$ cat config.mk
export PLATFORM = sky130hd
export DESIGN_NAME = tick_timer
export DESIGN_NICKNAME = d
export VERILOG_FILES = /design/src/rtl/tick_timer_pkg.sv /design/src/rtl/tick_timer_count.sv /design/src/rtl/tick_timer_bus.sv /design/src/rtl/tick_timer.sv
export SDC_FILE = /design/constraint.sdc
export NUM_CORES = 1
export LEC_CHECK = 0
export CORE_MARGIN = 2
export CORE_UTILIZATION = 50
export DETAILED_ROUTE_END_ITERATION = 7
export GPL_TIMING_DRIVEN = 1
export PLACE_DENSITY = 0.76
export REMOVE_ABC_BUFFERS = 1
export SLEW_MARGIN = 10
export SYNTH_ARGS = -nofsm -noshare
export SYNTH_HDL_FRONTEND = slang
export SYNTH_SLANG_ARGS = --single-unit
export TNS_END_PERCENT = 30
$ cat constraint.sdc
create_clock -name clk -period 2.8 [get_ports clk]
set_clock_uncertainty 0.15 [all_clocks]
set_input_delay 0.56 -clock clk [delete_from_list [all_inputs] [get_ports clk]]
set_output_delay 0.56 -clock clk [all_outputs]
set_load 0.02 [all_outputs]
$ cat src/rtl/tick_timer_pkg.sv
package tick_timer_pkg;
  localparam int unsigned OFS_CTRL = 32'h10;
  localparam int unsigned OFS_RLD  = 32'h14;
  localparam int unsigned OFS_CUR  = 32'h18;
  localparam int unsigned OFS_CAL  = 32'h1c;
  localparam int unsigned FLAG_BIT = 16;

  // control bits: en at [0], ie at [1], src at [2]
  typedef struct packed {
    logic src;
    logic ie;
    logic en;
  } ctrl_t;

  typedef enum logic [2:0] {
    SEL_NONE,
    SEL_CTRL,
    SEL_RLD,
    SEL_CUR,
    SEL_CAL
  } reg_sel_e;
endpackage

$ cat src/rtl/tick_timer_count.sv
module tick_timer_count
  import tick_timer_pkg::*;
#(
  parameter int CNT_W = 24
) (
  input  logic             clk,
  input  logic             rst_n,
  input  logic             core_tick_i,
  input  logic             ref_tick_i,
  input  logic             ctrl_we_i,
  input  ctrl_t            ctrl_wdata_i,
  input  logic             ctrl_rd_i,
  input  logic             rld_we_i,
  input  logic [CNT_W-1:0] rld_wdata_i,
  input  logic             cur_we_i,
  output ctrl_t            ctrl_o,
  output logic             flag_o,
  output logic [CNT_W-1:0] reload_o,
  output logic [CNT_W-1:0] count_o,
  output logic             irq_o
);
  ctrl_t            ctrl_q, ctrl_n;
  logic             flag_q, flag_n;
  logic             irq_q, irq_n;
  logic [CNT_W-1:0] cnt_q, cnt_n;
  logic [CNT_W-1:0] rld_q, rld_n;
  logic             tick_sel;

  assign tick_sel = ctrl_q.src ? core_tick_i : ref_tick_i;

  always_comb begin
    ctrl_n = ctrl_q;
    cnt_n  = cnt_q;
    flag_n = flag_q & ~ctrl_rd_i;
    irq_n  = 1'b0;
    rld_n  = rld_we_i ? rld_wdata_i : rld_q;
    if (ctrl_we_i) begin
      ctrl_n = ctrl_wdata_i;
      if (ctrl_wdata_i.en && (!ctrl_q.en || (ctrl_wdata_i.src != ctrl_q.src)))
        cnt_n = rld_q;
    end else if (cur_we_i) begin
      cnt_n  = rld_q;
      flag_n = 1'b0;
    end else if (ctrl_q.en && tick_sel) begin
      if (cnt_q == '0) begin
        cnt_n  = rld_q;
        flag_n = 1'b1;
        irq_n  = ctrl_q.ie;
        if (rld_q == '0) ctrl_n.en = 1'b0;
      end else begin
        cnt_n = cnt_q - CNT_W'(1);
      end
    end
  end

  always_ff @(posedge clk or negedge rst_n) begin
    if (!rst_n) begin
      ctrl_q <= '0;
      flag_q <= 1'b0;
      irq_q  <= 1'b0;
      cnt_q  <= '0;
      rld_q  <= '0;
    end else begin
      ctrl_q <= ctrl_n;
      flag_q <= flag_n;
      irq_q  <= irq_n;
      cnt_q  <= cnt_n;
      rld_q  <= rld_n;
    end
  end

  assign ctrl_o   = ctrl_q;
  assign flag_o   = flag_q;
  assign reload_o = rld_q;
  assign count_o  = ctrl_q.en ? cnt_q : '0;
  assign irq_o    = irq_q;


  irq_single_chk: assert property (@(posedge clk) disable iff (!rst_n)
    irq_q |=> !irq_q);

  irq_flag_chk: assert property (@(posedge clk) disable iff (!rst_n)
    irq_q |-> flag_q);

  oneshot_off_chk: assert property (@(posedge clk) disable iff (!rst_n)
    (irq_q && ($past(rld_q) == '0)) |-> !ctrl_q.en);

  cur_wr_clr_chk: assert property (@(posedge clk) disable iff (!rst_n)
    cur_we_i |=> !flag_q);

  count_hold_chk: assert property (@(posedge clk) disable iff (!rst_n)
    (!ctrl_we_i && !cur_we_i && !tick_sel) |=> $stable(cnt_q));
endmodule

$ cat src/rtl/tick_timer_bus.sv
module tick_timer_bus
  import tick_timer_pkg::*;
#(
  parameter int ADDR_W = 8,
  parameter int DATA_W = 32,
  parameter int CNT_W  = 24
) (
  input  logic              clk,
  input  logic              rst_n,
  input  logic              sel_i,
  input  logic              wr_i,
  input  logic [ADDR_W-1:0] addr_i,
  input  ctrl_t             ctrl_i,
  input  logic              flag_i,
  input  logic [CNT_W-1:0]  reload_i,
  input  logic [CNT_W-1:0]  count_i,
  output logic              ctrl_we_o,
  output logic              ctrl_rd_o,
  output logic              rld_we_o,
  output logic              cur_we_o,
  output logic [DATA_W-1:0] rdata_o,
  output logic              err_o
);
  reg_sel_e          rsel;
  logic [DATA_W-1:0] rd_val;
  logic [DATA_W-1:0] rdata_q, rdata_n;
  logic              err_q, err_n;

  always_comb begin
    if      (addr_i == ADDR_W'(OFS_CTRL)) rsel = SEL_CTRL;
    else if (addr_i == ADDR_W'(OFS_RLD))  rsel = SEL_RLD;
    else if (addr_i == ADDR_W'(OFS_CUR))  rsel = SEL_CUR;
    else if (addr_i == ADDR_W'(OFS_CAL))  rsel = SEL_CAL;
    else                                  rsel = SEL_NONE;
  end

  assign ctrl_we_o = sel_i &&  wr_i && (rsel == SEL_CTRL);
  assign ctrl_rd_o = sel_i && !wr_i && (rsel == SEL_CTRL);
  assign rld_we_o  = sel_i &&  wr_i && (rsel == SEL_RLD);
  assign cur_we_o  = sel_i &&  wr_i && (rsel == SEL_CUR);

  always_comb begin
    rd_val = '0;
    case (rsel)
      SEL_CTRL: begin
        rd_val[2:0]      = ctrl_i;
        rd_val[FLAG_BIT] = flag_i;
      end
      SEL_RLD: rd_val = DATA_W'(reload_i);
      SEL_CUR: rd_val = DATA_W'(count_i);
      default: rd_val = '0;
    endcase
  end

  always_comb begin
    rdata_n = (sel_i && !wr_i) ? rd_val : rdata_q;
    err_n   = sel_i && (rsel == SEL_NONE);
  end

  always_ff @(posedge clk or negedge rst_n) begin
    if (!rst_n) begin
      rdata_q <= '0;
      err_q   <= 1'b0;
    end else begin
      rdata_q <= rdata_n;
      err_q   <= err_n;
    end
  end

  assign rdata_o = rdata_q;
  assign err_o   = err_q;


  err_after_access_chk: assert property (@(posedge clk) disable iff (!rst_n)
    err_q |-> $past(sel_i));

  rdata_hold_chk: assert property (@(posedge clk) disable iff (!rst_n)
    !(sel_i && !wr_i) |=> $stable(rdata_q));

  strobe_excl_chk: assert property (@(posedge clk) disable iff (!rst_n)
    $onehot0({ctrl_we_o, ctrl_rd_o, rld_we_o, cur_we_o}));
endmodule

$ cat src/rtl/tick_timer.sv
module tick_timer
  import tick_timer_pkg::*;
#(
  parameter int ADDR_W = 8,
  parameter int DATA_W = 32,
  parameter int CNT_W  = 24
) (
  input  logic              clk,
  input  logic              rst_n,
  input  logic              core_tick_i,
  input  logic              ref_tick_i,
  input  logic              bus_sel_i,
  input  logic              bus_wr_i,
  input  logic [ADDR_W-1:0] bus_addr_i,
  input  logic [DATA_W-1:0] bus_wdata_i,
  output logic [DATA_W-1:0] bus_rdata_o,
  output logic              bus_err_o,
  output logic              irq_o
);
  logic             ctrl_we, ctrl_rd, rld_we, cur_we;
  ctrl_t            ctrl;
  ctrl_t            ctrl_wdata;
  logic             flag;
  logic [CNT_W-1:0] reload, count;

  assign ctrl_wdata = bus_wdata_i[2:0];

  tick_timer_bus #(
    .ADDR_W(ADDR_W), .DATA_W(DATA_W), .CNT_W(CNT_W)
  ) u_bus (
    .clk      (clk),
    .rst_n    (rst_n),
    .sel_i    (bus_sel_i),
    .wr_i     (bus_wr_i),
    .addr_i   (bus_addr_i),
    .ctrl_i   (ctrl),
    .flag_i   (flag),
    .reload_i (reload),
    .count_i  (count),
    .ctrl_we_o(ctrl_we),
    .ctrl_rd_o(ctrl_rd),
    .rld_we_o (rld_we),
    .cur_we_o (cur_we),
    .rdata_o  (bus_rdata_o),
    .err_o    (bus_err_o)
  );

  tick_timer_count #(
    .CNT_W(CNT_W)
  ) u_count (
    .clk         (clk),
    .rst_n       (rst_n),
    .core_tick_i (core_tick_i),
    .ref_tick_i  (ref_tick_i),
    .ctrl_we_i   (ctrl_we),
    .ctrl_wdata_i(ctrl_wdata),
    .ctrl_rd_i   (ctrl_rd),
    .rld_we_i    (rld_we),
    .rld_wdata_i (bus_wdata_i[CNT_W-1:0]),
    .cur_we_i    (cur_we),
    .ctrl_o      (ctrl),
    .flag_o      (flag),
    .reload_o    (reload),
    .count_o     (count),
    .irq_o       (irq_o)
  );
endmodule

== Word level (Yosys, flattened, before mapping) ==
Index checks and enable logic that the tools add are counted.
Widths: inputs -> output; s select.
Cells by class
  add/sub/neg operators: 1
  multipliers: 0
  divide/modulo/power cells: 0
  $lt $le $gt $ge: 0
  eq/ne operators: 10
  shifts and indexed selects: 0
  muxes and demuxes: 28
  bitwise gates (word level): 2
  reductions and logical operators: 21
Operators with widths (number)
  $mux 24: 6
  $logic_not 24->1: 2
  $eq 8x5->1 const B: 4
  $pmux 13 s2: 1
  $sub 24x1->24 const B: 1
  $mux 1: 14
  $pmux 7 s2: 1
  $mux 3: 4
  $logic_and 1x1->1: 9
  $pmux 3 s3: 1
  $eq 3x2->1 const B: 2
  $reduce_bool 2->1: 3
  $reduce_and 4->1: 1
  $eq 3x1->1 const B: 1
  $logic_not 3->1: 1
  $pmux 1 s3: 1
  $reduce_bool 3->1: 1
  $logic_not 1->1: 2
  $ne 2x1->1 const B: 1
  $ne 2x2->1 const B: 1
  $reduce_and 2->1: 1
  $and 1x1->1: 1
  $logic_or 1x1->1: 1
  $ne 1x1->1: 1
  $not 1->1: 1
Storage, ports and cells
  register bits: 86
  bits in latches: 0
  RAM bits: 0
  memory bits (read-only): 0
  input bits: 46
  word-level logic and storage cells: 71
  memories: 0

== Logic depth before layout (Yosys ltp) ==
  depth after elaboration: 13
  mapped depth: 9
  gate-level depth less buffers: 7

== Cells and area by module ==
Synthesis repeated with hierarchy kept, for this count alone.
Unflattened totals
  cell total of the unflattened synthesis: 468
  area, all modules: 4615.7 um^2
Modules (own cells, without submodules)
  tick_timer_count: instances 1, cells an instance 309, area each 3084.2 um^2
  tick_timer_bus: instances 1, cells an instance 159, area each 1531.5 um^2

== Worst setup path after synthesis ==
No wires, ideal clock.
  path type: input-to-reg
  start point: input port bus_addr_i[7]
  end point: register u_count.rld_q[0], in the netlist u_count.reload_o[0]
  library setup time: 0.125 ns
  arrival time: 2.039 ns
  data required time: 2.525 ns
  path slack: 0.486 ns
  cell stages on the path: 7
  path buffers: 2
  cell sequence: nor4_2 nand2_1 nor3b_2 and3_1 buf_4 buf_6 mux2_2
Between the ends
  longest elaborated chain between the ends: 7
  elaborated cells between the ends (all ways): 10
RTL lines
  from (decl): line tick_timer.sv:14  | input logic [ADDR_W-1:0] bus_addr_i,
  $eq 8x5->1: line tick_timer_bus.sv:33  | else if (addr_i == ADDR_W'(OFS_CAL)) rsel = SEL_CAL;
  $mux 3: line tick_timer_bus.sv:33
  $mux 3: line tick_timer_bus.sv:32  | else if (addr_i == ADDR_W'(OFS_CUR)) rsel = SEL_CUR;
  $mux 3: line tick_timer_bus.sv:31  | else if (addr_i == ADDR_W'(OFS_RLD)) rsel = SEL_RLD;
  $mux 3 (*): line tick_timer_bus.sv:30  | if (addr_i == ADDR_W'(OFS_CTRL)) rsel = SEL_CTRL;
  $eq 3x2->1 (*): line tick_timer_bus.sv:39  | assign rld_we_o = sel_i && wr_i && (rsel == SEL_RLD);
  $logic_and 1x1->1 (*): line tick_timer_bus.sv:39
  to (signal assigned): line tick_timer_count.sv:68  | rld_q <= rld_n;
  to (decl): line tick_timer_count.sv:26  | logic [CNT_W-1:0] rld_q, rld_n;
Mark *: on every way between the ends. The rest lies on a longest branch, timed or not.
A chain may end at the register's enable or synchronous reset.

== Worst setup path after layout ==
  start point: input port bus_addr_i[7]
  end point: register u_count.cnt_q[19]
Between the ends
  longest elaborated chain between the ends: 9
  elaborated cells between the ends (all ways): 17
RTL lines
  $eq 8x5->1: line tick_timer_bus.sv:33
  $mux 3: line tick_timer_bus.sv:33
  $mux 3: line tick_timer_bus.sv:32
  $mux 3: line tick_timer_bus.sv:31
  $mux 3 (*): line tick_timer_bus.sv:30
  $eq 3x1->1 or $eq 3x2->1 (tied branches): line tick_timer_bus.sv:37, tick_timer_bus.sv:40
  $logic_and 1x1->1, on equally long branches: line tick_timer_bus.sv:37, tick_timer_bus.sv:40
  $ne 2x1->1 (no line) (tied with other cells)
  $reduce_and 2->1 (no line) or $mux 24 (tied branches)
  to (signal assigned): line tick_timer_count.sv:67  | cnt_q <= cnt_n;
  to (decl): line tick_timer_count.sv:25  | logic [CNT_W-1:0] cnt_q, cnt_n;
Marks and branches as above.

==> metrics.yaml <==
synth-seq-cells: 78
core_um2: 8180
powerDensity_nw_per_um2: 565
max_slew.worst_pin.slew_ps: 754
io_pins: 80
ant_nets: 0
required_ps: 2930
slew_violations: 0
final_cell_mix: "dfrtp_1 (78), clkdlybuf4s50_1 (62), nand2_1 (38)"
slowest_stage: "or4_1"
wl_per_cell_um: 17.5
setup_viol: 0
drt-initial-drc-count: 280
num_vias: 3568
cts_root_buf: "clkbuf_8"
setup.worst_path.start: "bus_addr_i[7]"
cts_made_buffers: 9
syn2layout_area_growth_pct: 24.5
grt_pass1_vias: 3487
chipHeight_um: 95.7
ys_async_sr_fraction_pct: 100
cp_cell_sequence: "clkdlybuf4s50_1 -> nor4_2 -> nand4_1 -> mux2i_1 -> buf_4 -> or4_1 -> o211ai_1"
netlist_area_um2: 4200
grt_max_degree: 42
dp_hpwl_mm: 7.50
routabilityCongestion: 0.934
clkPwrFrac_pct: 32.3
fin_area_um2: 5230
hold_class: "input pin to asynchronous set/reset pin"
io_buffers: 63
drc: 0
outcome: "completed"
cts-resized-gates: 0
synth_cells: 417
drive_gt1_share_pct: 16.7
synthAdderAreaFrac_pct: 0.596
cts.reportedPaths.clkPinSlew_ps: 80
cts_hold_buf: 0
p_sw_share_pct: 32.3
max_freq_mhz: 404
place_area_um2: 5010
h-tree-depth: 3
seq_area_frac_synth_pct: 46.5
cp_data_arrival_time_ps: 2600
synth_mux_area_share_pct: 13.0
via_per_inst: 5.93
min_period_ps: 2470
p_int_mw: 2.00
worst_setup_path_start_kind: "input pin"
p_leak_nw: 2.31
combPwrFrac_pct: 19.1
cts.sinks: 78
rr_startpoint: "u_count.cnt_q[0]"
grt-ovfl-total: 0
clock_tree.buffer_depth: 2
dp_worst_setup_slack_ps: -33.7
start_util_pct: 51.4
synth-simple-area-share_pct: 17.2
critPathKind: "input pin to flop"
synthXorXnorAreaFrac_pct: 0.209
synth_edf_count: 0
cp_num_buf_inv: 2
yosys_warnings: 0
first_pass_iters: 5
layout_commonest_cell: "dfrtp_1"
synth_ff_type: "dfrtp_1"
ir_worst_vdd_mv: 0.338
dieArea_um2: 9150
cp-end-kind: "flop"
grt_pass1_wl_mm: 17.3
finalCritPeriodShare_pct: 88.3
clock_latency_ps: 360
slowest_delay_ps: 510
diodes: 0
hold_viol: 0
setup_ws_ps: 326
timing.hold.ws_ps: 17.7
syn_area_per_cell_um2: 10.1
nets: 540
rsz0062_at_grt: "false"
grt_usage_pct: 24.7
rows: 33
synth_top_family_by_area: "simple AND/OR/NAND/NOR gates"
die_w_um: 95.7
wl_mm: 10.5
p_seq_share_pct: 48.5
cpLargestDelayFamily: "simple AND/OR/NAND/NOR gates"
slew_headroom_pct: 49.3
maxCapViolCount: 0
worst-path-max-fanout: 7
grt_antenna_before_repair: 0
synth_compound_area_share_pct: 16.5
cts_tree: "built"
ys_types: 49
post_cts.repair.setup_buffers: 0
p_switching_mw: 0.953
-- Yosys cell counts, drive strengths merged, types with 2 or more instances --
cell type | n | area, um2
o22ai | 5 | 31.3
and2 | 4 | 25.0
a21oi | 15 | 75.1
clkbuf | 9 | 33.8
mux2i | 23 | 230
or3 | 4 | 25.0
nand2 | 38 | 143
nand2b | 2 | 12.5
nor3 | 9 | 71.3
o2bb2ai | 3 | 26.3
buf | 24 | 160
nor2b | 4 | 25.0
o211ai | 4 | 30.0
ha | 2 | 25.0
nor2 | 19 | 71.3
nand3 | 17 | 85.1
nor4 | 12 | 111
mux2 | 28 | 315
inv | 15 | 56.3
and3 | 4 | 25.0
o21ai | 34 | 174
a22o | 5 | 43.8
nand4 | 9 | 56.3
dfrtp | 78 | 1950
a22oi | 25 | 188
o31ai | 2 | 15.0
a2bb2oi | 8 | 70.1
or4 | 4 | 33.8
-- cells by family (layout without fill, tap and decap cells) --
logic type	count (synthesis)	in the layout
buf+inv	48	121
other cells	1	8
xor+xnor	1	1
compound gates	106	106
flops	78	78
mux	51	51
simple gates	130	130
fa+ha+maj	2	2
-- flip-flops by register name (all words and copies together), names as in the netlist --
register,count
u_bus.rdata_o,24
u_count.cnt_q,24
u_count.reload_o,24
u_count.ctrl_o,3
u_bus.err_o,1
u_count.flag_o,1
u_count.irq_o,1
-- per-stage QoR --
stage,util [%],TNS (ps),std cells,power (mW)
global route,64.0,0,602,3.09
global placement,61.2,0,586,1.98
finish,64.0,0,602,2.95
CTS,64.0,0,602,2.96
floorplan,-,-10680,391,1.76
detailed placement,61.2,-605,586,2.00
-- layout make-up --
class | count | area [um2]
fill | 690 | 2950
multi-input combinational | 298 | 2020
sequential | 78 | 1950
timing repair buffer | 90 | 843
tap | 105 | 131
clock buffer | 9 | 124
clock inverter | 7 | 97.6
inverter | 15 | 56.3
-- worst paths after layout --
path | endpoint | slack, ps | depth (start not counted)
max in group asynchronous | u_count.reload_o[21] | 1790 | 2
min in group clk | u_bus.rdata_o[18] | 340 | 2
min reg2reg | u_bus.rdata_o[18] | 340 | 2
max reg2reg | u_count.cnt_q[20] | 330 | 7
max | u_count.cnt_q[19] | 330 | 7
min | u_count.reload_o[2] | 20 | 1
-- metal layers --
| metal | vias up | GRT usage (%) | routed length [um] |
|---|---|---|---|
| li1 | 1673 | - | - |
| met1 | 1730 | 33.1 | 4590 |
| met2 | 149 | 40.2 | 5080 |
| met3 | 16 | 4.51 | 641 |
| met4 | 0 | 8.81 | 206 |
| met5 | - | 0 | 0 |
-- power groups by stage --
| stage | logic (mW) | registers, mW | clock network (mW) |
|---|---|---|---|
| final | 0.565 | 1.43 | 0.955 |
| after global routing | 0.617 | 1.46 | 1.01 |
| after CTS | 0.561 | 1.43 | 0.967 |
| after detailed placement | 0.556 | 1.45 | 0 |
| after global placement | 0.534 | 1.44 | 0 |
| after floorplan | 0.365 | 1.40 | 0 |
No activity file was read; power rests on OpenSTA's default activity.
